`src/rtl/irq_setclr_pkg.sv`:
```
package irq_setclr_pkg;

   // Source bit positions (software decodes status in this order)
   typedef enum int unsigned {
      SRC_RX_TRIG    = 0,
      SRC_RX_EMPTY   = 1,
      SRC_RX_FULL    = 2,
      SRC_TX_EMPTY   = 3,
      SRC_TX_FULL    = 4,
      SRC_RX_OVERRUN = 5,
      SRC_FRAME_ERR  = 6,
      SRC_PARITY_ERR = 7,
      SRC_RX_TIMEOUT = 8,
      SRC_MODEM_CHG  = 9,
      SRC_TX_TRIG    = 10,
      SRC_TX_NFULL   = 11,
      SRC_TX_OVERRUN = 12
   } irq_src_e;

   localparam int unsigned IRQ_SRC_COUNT = 13;

   // One-hot register selection produced by the address decoder
   typedef struct packed {
      logic set_mask;
      logic clr_mask;
      logic rd_mask;
      logic status;
   } reg_sel_t;

endpackage

```
`src/rtl/irq_setclr_decode.sv`:
```
module irq_setclr_decode
   import irq_setclr_pkg::*;
#(
   parameter int unsigned   ADDR_W   = 8,
   parameter logic [ADDR_W-1:0] SET_OFS  = 'h08,
   parameter logic [ADDR_W-1:0] CLR_OFS  = 'h0C,
   parameter logic [ADDR_W-1:0] MASK_OFS = 'h10,
   parameter logic [ADDR_W-1:0] STAT_OFS = 'h14
) (
   input  logic [ADDR_W-1:0] addr_i,
   input  logic              wr_en_i,
   output reg_sel_t          sel_o,
   output reg_sel_t          wr_o
);

   generate
      if (SET_OFS[1:0] != 2'b00 || CLR_OFS[1:0] != 2'b00 ||
          MASK_OFS[1:0] != 2'b00 || STAT_OFS[1:0] != 2'b00) begin : g_bad_align
         $error("register offsets must be word aligned");
      end
      if (SET_OFS == CLR_OFS || SET_OFS == MASK_OFS || SET_OFS == STAT_OFS ||
          CLR_OFS == MASK_OFS || CLR_OFS == STAT_OFS ||
          MASK_OFS == STAT_OFS) begin : g_bad_unique
         $error("register offsets must be distinct");
      end
   endgenerate

   always_comb begin
      sel_o.set_mask = (addr_i == SET_OFS);
      sel_o.clr_mask = (addr_i == CLR_OFS);
      sel_o.rd_mask  = (addr_i == MASK_OFS);
      sel_o.status   = (addr_i == STAT_OFS);
   end

   assign wr_o = wr_en_i ? sel_o : '0;

endmodule

```
`src/rtl/irq_setclr_mask.sv`:
```
module irq_setclr_mask #(
   parameter int unsigned N = 13
) (
   input  logic         clk_i,
   input  logic         rst_ni,
   input  logic         set_we_i,
   input  logic         clr_we_i,
   input  logic [N-1:0] bits_i,
   output logic [N-1:0] mask_o
);

   logic [N-1:0] mask_q;

   generate
      for (genvar i = 0; i < N; i++) begin : g_bit
         always_ff @(posedge clk_i or negedge rst_ni) begin
            if (!rst_ni) begin
               mask_q[i] <= 1'b0;
            end else if (set_we_i && bits_i[i]) begin
               mask_q[i] <= 1'b1;
            end else if (clr_we_i && bits_i[i]) begin
               mask_q[i] <= 1'b0;
            end
         end
      end
   endgenerate

   assign mask_o = mask_q;

   // every 1 written to the set address is present afterwards
   a_r2_set_bits: assert property (@(posedge clk_i) disable iff (!rst_ni)
      set_we_i |=> ((mask_q & $past(bits_i)) == $past(bits_i)));

   // every 1 written to the clear address is absent afterwards
   a_r3_clr_bits: assert property (@(posedge clk_i) disable iff (!rst_ni)
      (clr_we_i && !set_we_i) |=> ((mask_q & $past(bits_i)) == '0));

   // no set or clear write means a stable mask
   a_r4_mask_hold: assert property (@(posedge clk_i) disable iff (!rst_ni)
      (!set_we_i && !clr_we_i) |=> $stable(mask_q));

endmodule

```
`src/rtl/irq_setclr_status.sv`:
```
module irq_setclr_status #(
   parameter int unsigned N = 13
) (
   input  logic         clk_i,
   input  logic         rst_ni,
   input  logic [N-1:0] src_i,
   input  logic         clr_we_i,
   input  logic [N-1:0] clr_bits_i,
   output logic [N-1:0] status_o
);

   logic [N-1:0] stat_q;
   logic [N-1:0] clr_vec;

   assign clr_vec = clr_we_i ? clr_bits_i : '0;

   generate
      for (genvar i = 0; i < N; i++) begin : g_bit
         always_ff @(posedge clk_i or negedge rst_ni) begin
            if (!rst_ni) begin
               stat_q[i] <= 1'b0;
            end else if (src_i[i]) begin
               stat_q[i] <= 1'b1;   // a new event wins over a clear
            end else if (clr_vec[i]) begin
               stat_q[i] <= 1'b0;
            end
         end
      end
   endgenerate

   assign status_o = stat_q;

   // every pulse is latched, clear or not
   a_r5_pulse_latched: assert property (@(posedge clk_i) disable iff (!rst_ni)
      (|src_i) |=> ((stat_q & $past(src_i)) == $past(src_i)));

   // cleared bits without a simultaneous pulse drop to 0
   a_r6_clear_drops: assert property (@(posedge clk_i) disable iff (!rst_ni)
      clr_we_i |=> ((stat_q & $past(clr_bits_i & ~src_i)) == '0));

endmodule

```
`src/rtl/irq_setclr_ctrl.sv`:
```
module irq_setclr_ctrl
   import irq_setclr_pkg::*;
#(
   parameter int unsigned N_SRC   = IRQ_SRC_COUNT,
   parameter int unsigned ADDR_W  = 8,
   parameter int unsigned DATA_W  = 32,
   parameter bit          IRQ_REG = 1'b0
) (
   input  logic              clk_i,
   input  logic              rst_ni,
   input  logic              wr_en_i,
   input  logic [ADDR_W-1:0] addr_i,
   input  logic [DATA_W-1:0] wdata_i,
   input  logic [N_SRC-1:0]  src_pulse_i,
   output logic [DATA_W-1:0] rdata_o,
   output logic              irq_o
);

   localparam int unsigned PAD_W = DATA_W - N_SRC;

   generate
      if (N_SRC < 1 || N_SRC > DATA_W) begin : g_bad_nsrc
         $error("N_SRC must lie between 1 and DATA_W");
      end
      if (ADDR_W < 5) begin : g_bad_addr
         $error("ADDR_W too narrow for the register offsets");
      end
   endgenerate

   reg_sel_t            sel;
   reg_sel_t            wr;
   logic [N_SRC-1:0]    mask;
   logic [N_SRC-1:0]    status;
   logic [N_SRC-1:0]    wbits;
   logic                irq_comb;

   assign wbits = wdata_i[N_SRC-1:0];

   irq_setclr_decode #(
      .ADDR_W   (ADDR_W),
      .SET_OFS  (ADDR_W'('h08)),
      .CLR_OFS  (ADDR_W'('h0C)),
      .MASK_OFS (ADDR_W'('h10)),
      .STAT_OFS (ADDR_W'('h14))
   ) u_decode (
      .addr_i  (addr_i),
      .wr_en_i (wr_en_i),
      .sel_o   (sel),
      .wr_o    (wr)
   );

   irq_setclr_mask #(.N(N_SRC)) u_mask (
      .clk_i    (clk_i),
      .rst_ni   (rst_ni),
      .set_we_i (wr.set_mask),
      .clr_we_i (wr.clr_mask),
      .bits_i   (wbits),
      .mask_o   (mask)
   );

   irq_setclr_status #(.N(N_SRC)) u_status (
      .clk_i      (clk_i),
      .rst_ni     (rst_ni),
      .src_i      (src_pulse_i),
      .clr_we_i   (wr.status),
      .clr_bits_i (wbits),
      .status_o   (status)
   );

   // Read mux: only the mask and status addresses return data
   logic [N_SRC-1:0] rd_bits;
   always_comb begin
      rd_bits = '0;
      if (sel.rd_mask) rd_bits = mask;
      if (sel.status)  rd_bits = status;
   end

   generate
      if (PAD_W > 0) begin : g_pad
         assign rdata_o = {{PAD_W{1'b0}}, rd_bits};
      end else begin : g_nopad
         assign rdata_o = rd_bits;
      end
   endgenerate

   assign irq_comb = |(status & mask);

   generate
      if (IRQ_REG) begin : g_irq_flop
         logic irq_q;
         always_ff @(posedge clk_i or negedge rst_ni) begin
            if (!rst_ni) irq_q <= 1'b0;
            else         irq_q <= irq_comb;
         end
         assign irq_o = irq_q;
      end else begin : g_irq_comb
         assign irq_o = irq_comb;

         // empty status can never raise the line
         a_r8_quiet_when_empty: assert property (@(posedge clk_i) disable iff (!rst_ni)
            (status == '0) |-> !irq_o);
      end
   endgenerate

   // upper read bits are always zero
   a_r9_upper_zero: assert property (@(posedge clk_i) disable iff (!rst_ni)
      (rdata_o >> N_SRC) == '0);

endmodule

```
`config.mk`:
```
export PLATFORM = sky130hd
export DESIGN_NAME = irq_setclr_ctrl
export DESIGN_NICKNAME = d
export VERILOG_FILES = /design/src/rtl/irq_setclr_pkg.sv /design/src/rtl/irq_setclr_decode.sv /design/src/rtl/irq_setclr_mask.sv /design/src/rtl/irq_setclr_status.sv /design/src/rtl/irq_setclr_ctrl.sv
export SDC_FILE = /design/constraint.sdc
export NUM_CORES = 1
export LEC_CHECK = 0
export BUFFER_PORTS_ARGS = -buffer_cell sky130_fd_sc_hd__buf_2
export CORE_MARGIN = 5
export CORE_UTILIZATION = 48
export DETAILED_ROUTE_END_ITERATION = 10
export MAX_ROUTING_LAYER = met4
export PLACE_DENSITY = 0.83
export SETUP_SLACK_MARGIN = 0.4
export SLEW_MARGIN = 20
export SYNTH_ARGS = -nofsm -noshare
export SYNTH_HDL_FRONTEND = slang
export SYNTH_SLANG_ARGS = --single-unit
```
`constraint.sdc`:
```
create_clock -name clk_i -period 2.9 [get_ports clk_i]
set_input_delay 0.58 -clock clk_i [delete_from_list [all_inputs] [get_ports clk_i]]
set_output_delay 0.58 -clock clk_i [all_outputs]
set_load 0.03 [all_outputs]
```
# Word-level counts from Yosys, hierarchy flattened
# Index checks and enable logic that the tools add are counted.
# word_totals
regBits	26
elab_cells	140
inputBits	56
out_inout_bits	33
# classes
n_reduce_logical	53
mux	56
bitwise_logic	1
n_eq_ne	4
# op_table
operator	count
$mux 1	52
$reduce_bool 2->1	26
$mux 13	3
$logic_and 1x1->1	26
$eq 8x4->1 const B	2
$eq 8x5->1 const B	2
$and 13x13->13	1
$reduce_or 13->1	1
$mux 4	1

# Logic depth before layout (Yosys ltp)
# Gate-level depths: netlist of the first run.
# logic_depth
word_depth	5
mapped_depth	5
mapped_depth_nobuf	3

# Modules after synthesis
# Synthesis of the first run repeated with hierarchy kept, for this count alone.
# unflattened
hier_cells	144
area_unflattened_um2	1445.1
# by_module_without_submodules
mod	n_inst	cells_each	area_per_inst_um2	seq_area_each_um2
irq_setclr_mask	1	41	504.2	325.3
irq_setclr_status	1	40	483.0	325.3
irq_setclr_ctrl	1	48	356.6	0.0
irq_setclr_decode	1	15	101.3	0.0

# Least setup slack after synthesis of the first run
# OpenSTA, ideal clock, no wires.
# synth_timing
path_type	in2out
start	input port addr_i[7]
end	output port rdata_o[10]
t_arrival_ns	1.665
t_required_ns	2.320
slack_ns	0.655
path_stages	4
path_buffers	1
cell_sequence	nor4_4 nand2_1 buf_2 nor2_1
# synth_between
elab_chain_cells	3
word_cells_on_any_way	4
cone_classes	eq/ne (2); mux (2)
# synth_lines
item	line	text
start, declared	irq_setclr_ctrl.sv:12	input logic [ADDR_W-1:0] addr_i,
$eq 8x5->1	irq_setclr_decode.sv:31	sel_o.rd_mask = (addr_i == MASK_OFS);
$mux 13	irq_setclr_ctrl.sv:74	if (sel.rd_mask) rd_bits = mask;
$mux 13 *	irq_setclr_ctrl.sv:75	if (sel.status) rd_bits = status;
end, declared	irq_setclr_ctrl.sv:15	output logic [DATA_W-1:0] rdata_o,
# Mark *: on every way between the ends. The rest lies on a longest branch, timed or not.

# Worst setup path after layout of the first run
# layout_timing
start	input port addr_i[7]
end	output port rdata_o[1]
# The elaborated chain is that of the path after synthesis.

==> metrics.cfg, run 1 <==
[global_route]
initial_antenna_violation_count = 0
grt_max_degree = 28
grt_first_pass_wirelength_um = 5640
via_count_of_the_first_global_routing_pass = 1260
grt-ovfl-total = 0
grtUsageTotal = 0.167

[synthesis]
synth_common_cells = sky130_fd_sc_hd__dfrtp_1, sky130_fd_sc_hd__mux2i_1, sky130_fd_sc_hd__nand4_1
seq_total_area_yosys = 0.408
synth_enable_flop_cells = 0
number_of_storage_elements_in_the_synthesis_netlist = 26
synth_area_leader_cell = sky130_fd_sc_hd__dfrtp_1
ys_top_cells_by_area = sky130_fd_sc_hd__dfrtp_1, sky130_fd_sc_hd__mux2i_1, sky130_fd_sc_hd__nand4_1
synth.cell_area_um2 = 1590
synth_cells = 162
post_synth_num_cell_types = 22
main_flop_type_after_synthesis = sky130_fd_sc_hd__dfrtp_1
netlist.area_leader.share = 0.408
async_reset_ff_frac = 1.00
post_synth.cell_area_avg_um2 = 9.84
warnings_synthesis = 0

[clock_tree]
tritoncts_buffer_count = 3
tritoncts_clock_tree = built
postCtsSetupRepairBufs = 0
cts-hold-fix-buffers = 0
post_cts_resized = 0
clk_path_buf_depth = 2
clk_latency_ps = 330
clock_pin_slew_on_the_worst_setup_and_hold_paths_ps = 140
htreeDepth = 1
cts_num_sinks = 26
cts-root-buf = sky130_fd_sc_hd__clkbuf_4

[setup_path]
worst_setup_path_startpoint = addr_i[7]
worst-setup-path-type = in2out
cp_slowest_stage_delay_ps = 350
crit_path_start_kind = input port
worst-endpoint-required_ps = 2320
critical_path.cell_chain = buf_2 > nor4_4 > nand2_1 > nor2_1 > buf_2
critPathMaxFanout = 13
end_kind = output port
cp_slowest_cell = sky130_fd_sc_hd__nand2_1
setup.reg_to_reg.worst_slack_ps = 2200
worst_reg2reg_path_depth = 2
reg2reg_to = u_mask.mask_o[3]
r2r_start = u_mask.mask_o[3]
crit_end = rdata_o[1]
most_frequent_cell_on_the_critical_path = sky130_fd_sc_hd__buf_2
crit_path_dat_ps = 1830

[drt]
vias = 1344
detail-route-antenna-nets = 0
finalWirelength_um = 3830
detail_route.first_pass.iterations = 4
drc_errors = 0
viasPerCell = 5.27
detail_route.iter0.violations = 69
wire_per_inst_um = 15.0

[placement]
globalplace.congestion = 0.753
number_of_port_buffers = 50
dp.final_hpwl_um = 2710

[layout]
finalNetCount = 266
final.fill_count = 307
register_area_um2 = 651
area_growth_syn_to_layout_pct = 16.6
antenna_cells_inserted = 0
multi_input_comb_area_um2 = 768
share_of_final_layout_standard_cells_stronger_than_drive_strength_1 = 0.292

[status]
run_status = finished clean

[sta]
grt_setup_unrepaired = no
timing_hold_violations_final = 0
worst_hold_slack_across_all_endpoints_ps = 223
timing.clock.skew_ps = 0
finalMaxSlewViolations = 0
timing.fmax_ghz = 0.416
setup-tns-final_ps = 0
setup-violations-final = 0
fin_crit_sh = 0.830
min_period_ps = 2410
timing.max_slew.rel_slack = 0.589
worst_margin_pin_slew_ps = 617

[floorplan]
die-width_um = 67.6
std_cell_rows = 21
fp.dieH_um = 67.6
pin_count = 89
start_util = 0.485
dieArea_um2 = 4570
core-area_um2 = 3280

[power_and_ir_drop]
total_leakage_power_nw = 0.984
power_density_nw_per_um2 = 404
vdd_ir_drop_max_v = 0.000179
report.power.total_uw = 750

[run]
max_cap_violations = 0

[min_path]
hold_path.class = in2async

## cell families (layout without fill, tap and decap cells)
family,count (synthesis),count (layout),share of synthesized area
AO/OA/AOI/OAI,19,19,0.0926
buffers and inverters,42,71,0.152
flip-flops,26,26,0.408
multiplexers,26,26,0.163
other,1,19,0.00235
AND/OR/NAND/NOR,48,48,0.181
## sequential cells by signal (all words and copies together) (netlist names)
signal	count
u_mask.mask_o	13
u_status.status_o	13
## layout make-up
type                       count  share of cell area
clock buffer                   3              0.0121
clock inverter                 1              0.0162
inverter                      13              0.0263
multi-input combinational    112               0.413
sequential                    26               0.350
tap                           46              0.0310
timing repair buffer          54               0.151
## worst max-delay path, delay by kind of cell
kind	cells	cell delay (ps)
buf+inv	2	350
simple gates	3	890
## placed cells by master, fill, tap and decap left out, types with 3 or more instances in the layout
cell type                  synthesis  routed
sky130_fd_sc_hd__buf_2             8      50
sky130_fd_sc_hd__a22oi_1           3       3
sky130_fd_sc_hd__a21o_1           13      13
sky130_fd_sc_hd__conb_1            1      19
sky130_fd_sc_hd__buf_4            20       4
sky130_fd_sc_hd__nand4_1          26      26
sky130_fd_sc_hd__mux2i_1          26      26
sky130_fd_sc_hd__nor2_1           14      14
sky130_fd_sc_hd__dfrtp_1          26      26
sky130_fd_sc_hd__inv_1            13      13
sky130_fd_sc_hd__clkbuf_4          0       3
## layer usage
layer,global-route usage,part of all wire,vias up
li1,-,-,637
met1,0.213,0.44,645
met2,0.273,0.47,56
met3,0.0250,0.076,6
met4,0.0532,0.015,0
met5,-,0,-
## worst min path at each step
stage                     startpoint                     to  slack (ps)  depth (start not counted)
6_report                      rst_ni  u_status.status_o[10]         220                          1
5_1_grt                       rst_ni   u_status.status_o[1]         250                          1
4_1_cts                       rst_ni   u_status.status_o[1]         230                          1
3_5_place_dp   u_status.status_o[10]  u_status.status_o[10]         500                          1
3_3_place_gp    u_status.status_o[5]   u_status.status_o[5]         480                          1
2_1_floorplan                 rst_ni       u_mask.mask_o[0]         280                          0
## power by group
part	leakage [nW]	switching [mW]	internal (mW)
clock network	0.0279	0.113	0.140
registers	0.231	0.00690	0.371
logic	0.725	0.0843	0.0346
total	0.984	0.204	0.546
## per-stage QoR
| stage | instance area, um^2 | worst slack [ps] | utilization | std cells |
|---|---|---|---|---|
| floorplan | 1660 | 655 | - | 180 |
| global placement | 1810 | 506 | 0.550 | 251 |
| detailed placement | 1810 | 508 | 0.550 | 251 |
| CTS | 1860 | 497 | 0.566 | 255 |
| global route | 1860 | 411 | 0.566 | 255 |
| finish | 1860 | 494 | 0.566 | 255 |
Power figures use the tool's default switching activity.
==> inputs of run 2 (changes only) <==
--- a/config.mk
+++ b/config.mk
@@ -7,10 +7,10 @@
 export LEC_CHECK = 0
 export BUFFER_PORTS_ARGS = -buffer_cell sky130_fd_sc_hd__buf_2
 export CORE_MARGIN = 5
-export CORE_UTILIZATION = 48
+export CORE_UTILIZATION = 40
 export DETAILED_ROUTE_END_ITERATION = 10
 export MAX_ROUTING_LAYER = met4
-export PLACE_DENSITY = 0.83
+export PLACE_DENSITY = 0.73
 export SETUP_SLACK_MARGIN = 0.4
 export SLEW_MARGIN = 20
 export SYNTH_ARGS = -nofsm -noshare
==> constraint.sdc (replaced) <==
create_clock -name clk_i -period 2.2 [get_ports clk_i]
set_input_delay 0.44 -clock clk_i [delete_from_list [all_inputs] [get_ports clk_i]]
set_output_delay 0.44 -clock clk_i [all_outputs]
set_load 0.03 [all_outputs]
==> metrics.cfg, run 2 (synthesis gave the netlist of run 1 again) <==
[sta]
timing_hold_violations_final = 0
post-route-worst-setup-slack_ps = 295
worst_hold_slack_across_all_endpoints_ps = 169
min_period_ps = 1900
grt_setup_unrepaired = yes
setup-tns-final_ps = 0
timing.clock.skew_ps = 0
setup-violations-final = 0
worst_margin_pin_slew_ps = 601
finalMaxSlewViolations = 0
fin_crit_sh = 0.866
timing.fmax_ghz = 0.525
timing.max_slew.rel_slack = 0.599

[global_route]
gr-usage-met2 = 0.295
grt.met1_usage = 0.222
initial_antenna_violation_count = 0
grt-ovfl-total = 0
busiest_layer = met2
grt_max_degree = 28
grtUsageTotal = 0.173
global_route.usage.met3 = 0.0193
via_count_of_the_first_global_routing_pass = 1463
grt_first_pass_wirelength_um = 7130

[setup_path]
end_kind = output port
critical_path.cell_chain = a222oi_1 > and3_1 > nand3_2 > buf_6
r2r_start = u_status.status_o[4]
cp_slowest_stage_delay_ps = 400
crit_path_dat_ps = 1460
crit_path_start_kind = flip-flop
critPathMaxFanout = 2
worst-endpoint-required_ps = 1760
setup.reg_to_reg.worst_slack_ps = 1400
worst-setup-path-type = reg2out
cp_slowest_cell = sky130_fd_sc_hd__dfrtp_1
worst_setup_path_startpoint = u_mask.mask_o[6]

[drt]
detail-route-antenna-nets = 0
vias = 1392
wire_per_inst_um = 16.4
viasPerCell = 5.23
finalWirelength_um = 4370
detail_route.iter0.violations = 38
detail_route.first_pass.iterations = 4
drc_errors = 0

[clock_tree]
cts-hold-fix-buffers = 0
tritoncts_clock_tree = built
htreeDepth = 1
cts_num_sinks = 26
clk_path_buf_depth = 2
cts-root-buf = sky130_fd_sc_hd__clkbuf_8
tritoncts_buffer_count = 3
clock_pin_slew_on_the_worst_setup_and_hold_paths_ps = 90
clk_latency_ps = 270

[layout]
share_of_final_layout_standard_cells_stronger_than_drive_strength_1 = 0.389
multi_input_comb_area_um2 = 885
finalNonFillerCells = 266
register_area_um2 = 651
finalCoreUtilization = 0.549
mostFrequentLayoutCells = sky130_fd_sc_hd__buf_2, sky130_fd_sc_hd__mux2i_1, sky130_fd_sc_hd__nand4_1, sky130_fd_sc_hd__dfrtp_1, sky130_fd_sc_hd__conb_1
finalNetCount = 274
final.fill_count = 373
antenna_cells_inserted = 0
layout.cells.most_common = sky130_fd_sc_hd__buf_2
area_growth_syn_to_layout_pct = 35.8

[placement]
number_of_port_buffers = 50
dp.final_hpwl_um = 3040
post-place-cells = 259
place_worst_setup_slack_ps = 149
globalplace.congestion = 0.810

[floorplan]
die-width_um = 73.1
fp.dieH_um = 73.1
core-area_um2 = 3940
pin_count = 89
start_util = 0.404
std_cell_rows = 23
dieArea_um2 = 5350

[run]
max_cap_violations = 0

[power_and_ir_drop]
vdd_ir_drop_max_v = 0.000342
total_leakage_power_nw = 1.07
power_density_nw_per_um2 = 437

[status]
run_status = finished clean

[min_path]
hold_path.class = in2async

==> run 2: cell types whose count changed in the layout (fill, tap and decap cells not counted), sizes merged <==
cell    delta
buf        +8
bufinv     -1
==> run 2: repair_timing <==
item	4_1_cts	5_1_grt
resized for setup	46	12
pin swaps	13	6
endpoints found under the setup margin	14	14
buffers inserted	4	0
==> run 2: worst paths after layout <==
kind                                        endpoint  depth (start not counted)
max in group asynchronous       u_status.status_o[2]                          1
worst min-delay path            u_status.status_o[3]                          1
min in group clk_i              u_status.status_o[3]                          2
worst max-delay path                           irq_o                          4
worst min register to register  u_status.status_o[9]                          1
worst max register to register  u_status.status_o[4]                          2
==> run 2: final cells by class <==
cell class / instances / area share
Timing Repair Buffer: 62 / 0.220
Inverter: 13 / 0.0225
Multi-Input combinational cell: 112 / 0.409
Clock buffer: 3 / 0.0191
Sequential cell: 26 / 0.301
Tap cell: 50 / 0.0289
==> run 2: worst max-delay path, delay by kind of cell (launching register included) <==
family,cells,cell delay [ps]
buf+inv,1,160
simple gates,2,300
compound gates,1,340
flops,1,400
==> run 2: stage by stage <==
step	total power [mW]	area, um^2
global placement	0.670	1880
floorplan	0.626	1690
detailed placement	0.672	1880
global route	0.981	2160
CTS	0.946	2120
finish	0.946	2160
==> run 2: power by group <==
group          switching, mW  total (mW)  leakage (nW)  internal [mW]
combinational          0.120       0.177         0.821         0.0572
sequential           0.00999       0.499         0.231          0.489
clock                  0.147       0.270        0.0216          0.123
==> run 2: per-layer routing <==
metal | up-vias | part of all wire
li1 | 652 | -
met1 | 683 | 0.42
met2 | 55 | 0.53
met3 | 2 | 0.047
met4 | 0 | 0.0050
met5 | - | 0
==> inputs of run 3 (changes only) <==
--- a/config.mk
+++ b/config.mk
@@ -11,7 +11,6 @@
 export DETAILED_ROUTE_END_ITERATION = 10
 export MAX_ROUTING_LAYER = met4
 export PLACE_DENSITY = 0.73
-export SETUP_SLACK_MARGIN = 0.4
 export SLEW_MARGIN = 20
 export SYNTH_ARGS = -nofsm -noshare
 export SYNTH_HDL_FRONTEND = slang
==> metrics.cfg, run 3 (synthesis gave the netlist of run 1 again) <==
[power_and_ir_drop]
total_leakage_power_nw = 1.01
p_comb_frac = 0.168
total_switching_power_uw = 265
vdd_ir_drop_max_v = 0.000330
power.internal_uw = 699
power_density_nw_per_um2 = 506
seqPwrFrac = 0.517
power.share.switching = 0.275
report.power.total_uw = 965
pwr-share-clk = 0.316

[clock_tree]
cts-hold-fix-buffers = 0
htreeDepth = 1
post_cts_resized = 0
tritoncts_buffer_count = 3
cts-root-buf = sky130_fd_sc_hd__clkbuf_8
clk_path_buf_depth = 2
clock_pin_slew_on_the_worst_setup_and_hold_paths_ps = 90
tritoncts_clock_tree = built
cts_num_sinks = 26
postCtsSetupRepairBufs = 0
clk_latency_ps = 270

[drt]
finalWirelength_um = 3950
detail_route.first_pass.iterations = 4
detail_route.iter0.violations = 43
viasPerCell = 5.08
drc_errors = 0
detail-route-antenna-nets = 0
wire_per_inst_um = 15.0
vias = 1335

[floorplan]
std_cell_rows = 23
dieArea_um2 = 5350
pin_count = 89
start_util = 0.404
die-width_um = 73.1
core-area_um2 = 3940
fp.dieH_um = 73.1

[layout]
mostFrequentLayoutCells = sky130_fd_sc_hd__buf_2, sky130_fd_sc_hd__mux2i_1, sky130_fd_sc_hd__nand4_1, sky130_fd_sc_hd__dfrtp_1, sky130_fd_sc_hd__conb_1
layout.cells.most_common = sky130_fd_sc_hd__buf_2
multi_input_comb_area_um2 = 768
finalNetCount = 270
area_growth_syn_to_layout_pct = 19.7
register_area_um2 = 651
antenna_cells_inserted = 0
final.fill_count = 412
share_of_final_layout_standard_cells_stronger_than_drive_strength_1 = 0.305

[setup_path]
critical_path.cell_chain = a22o_1 > a221oi_1 > nand3_1 > buf_2
crit_cells = 4
worst_reg2reg_path_depth = 1
crit_path_dat_ps = 1520
cp_slowest_stage_delay_ps = 400
reg2reg_to = u_status.status_o[5]
setup.reg_to_reg.worst_slack_ps = 1520
cp_slowest_cell = sky130_fd_sc_hd__dfrtp_1
worst-setup-path-type = reg2out
critical_path_buf_inv_count = 1
r2r_start = u_status.status_o[5]
worst-endpoint-required_ps = 1760
crit_path_start_kind = flip-flop
critPathMaxFanout = 3
critical-path-top-delay-family = compound AO/OA/AOI/OAI gates
end_kind = output port

[sta]
setup-violations-final = 0
worst_margin_pin_slew_ps = 585
fin_crit_sh = 0.890
post-route-worst-setup-slack_ps = 241
setup-tns-final_ps = 0
finalMaxSlewViolations = 0
timing.clock.skew_ps = 0
min_period_ps = 1960
timing_hold_violations_final = 0
timing.fmax_ghz = 0.510
grt_setup_unrepaired = no
timing.max_slew.rel_slack = 0.610

[global_route]
grt_first_pass_wirelength_um = 6580
grt-ovfl-total = 0
initial_antenna_violation_count = 0
grt_max_degree = 28
via_count_of_the_first_global_routing_pass = 1380
grtUsageTotal = 0.163

[placement]
number_of_port_buffers = 50
globalplace.congestion = 0.788
dp.final_hpwl_um = 2880
place_worst_setup_slack_ps = 286

[min_path]
hold_path.class = in2async

[run]
max_cap_violations = 0

[status]
run_status = finished clean

run 3: worst max path at each step:
stage / slack, ps / to / from
after floorplan: 230 / rdata_o[10] / addr_i[7]
after global placement: 270 / rdata_o[6] / addr_i[7]
after detailed placement: 290 / rdata_o[1] / addr_i[7]
after CTS: 200 / irq_o / u_status.status_o[10]
after global routing: 180 / rdata_o[4] / addr_i[7]
final: 240 / irq_o / u_status.status_o[10]
run 3: metrics by stage:
| step | util | hold WS (ps) | instance area, um^2 | cells |
|---|---|---|---|---|
| 2_1_floorplan | - | 144 | 1660 | 180 |
| 3_3_place_gp | 0.470 | 478 | 1850 | 259 |
| 3_5_place_dp | 0.470 | 476 | 1850 | 259 |
| 4_1_cts | 0.484 | 176 | 1910 | 263 |
| 5_1_grt | 0.484 | 206 | 1910 | 263 |
| 6_report | 0.484 | 160 | 1910 | 263 |
run 3: per-layer routing:
metal	global-route usage	vias to the layer above	wire (um)
met5	-	-	0
met4	0.0553	0	55
met3	0.0358	5	392
li1	-	642	-
met2	0.258	60	1780
met1	0.205	628	1720
run 3: power by group through the flow:
stage / registers (mW) / logic [mW] / clock network (mW)
after floorplan: 0.505 / 0.120 / 0
after detailed placement: 0.508 / 0.161 / 0
after CTS: 0.498 / 0.163 / 0.318
after global placement: 0.507 / 0.161 / 0
after global routing: 0.500 / 0.178 / 0.337
final: 0.498 / 0.162 / 0.305
run 3: final cells by class:
class                      instances  share of cell area
multi-input combinational        112               0.403
sequential                        26               0.341
timing repair buffer              58               0.169
tap                               50              0.0328
clock buffer                       4              0.0289
inverter                          13              0.0256
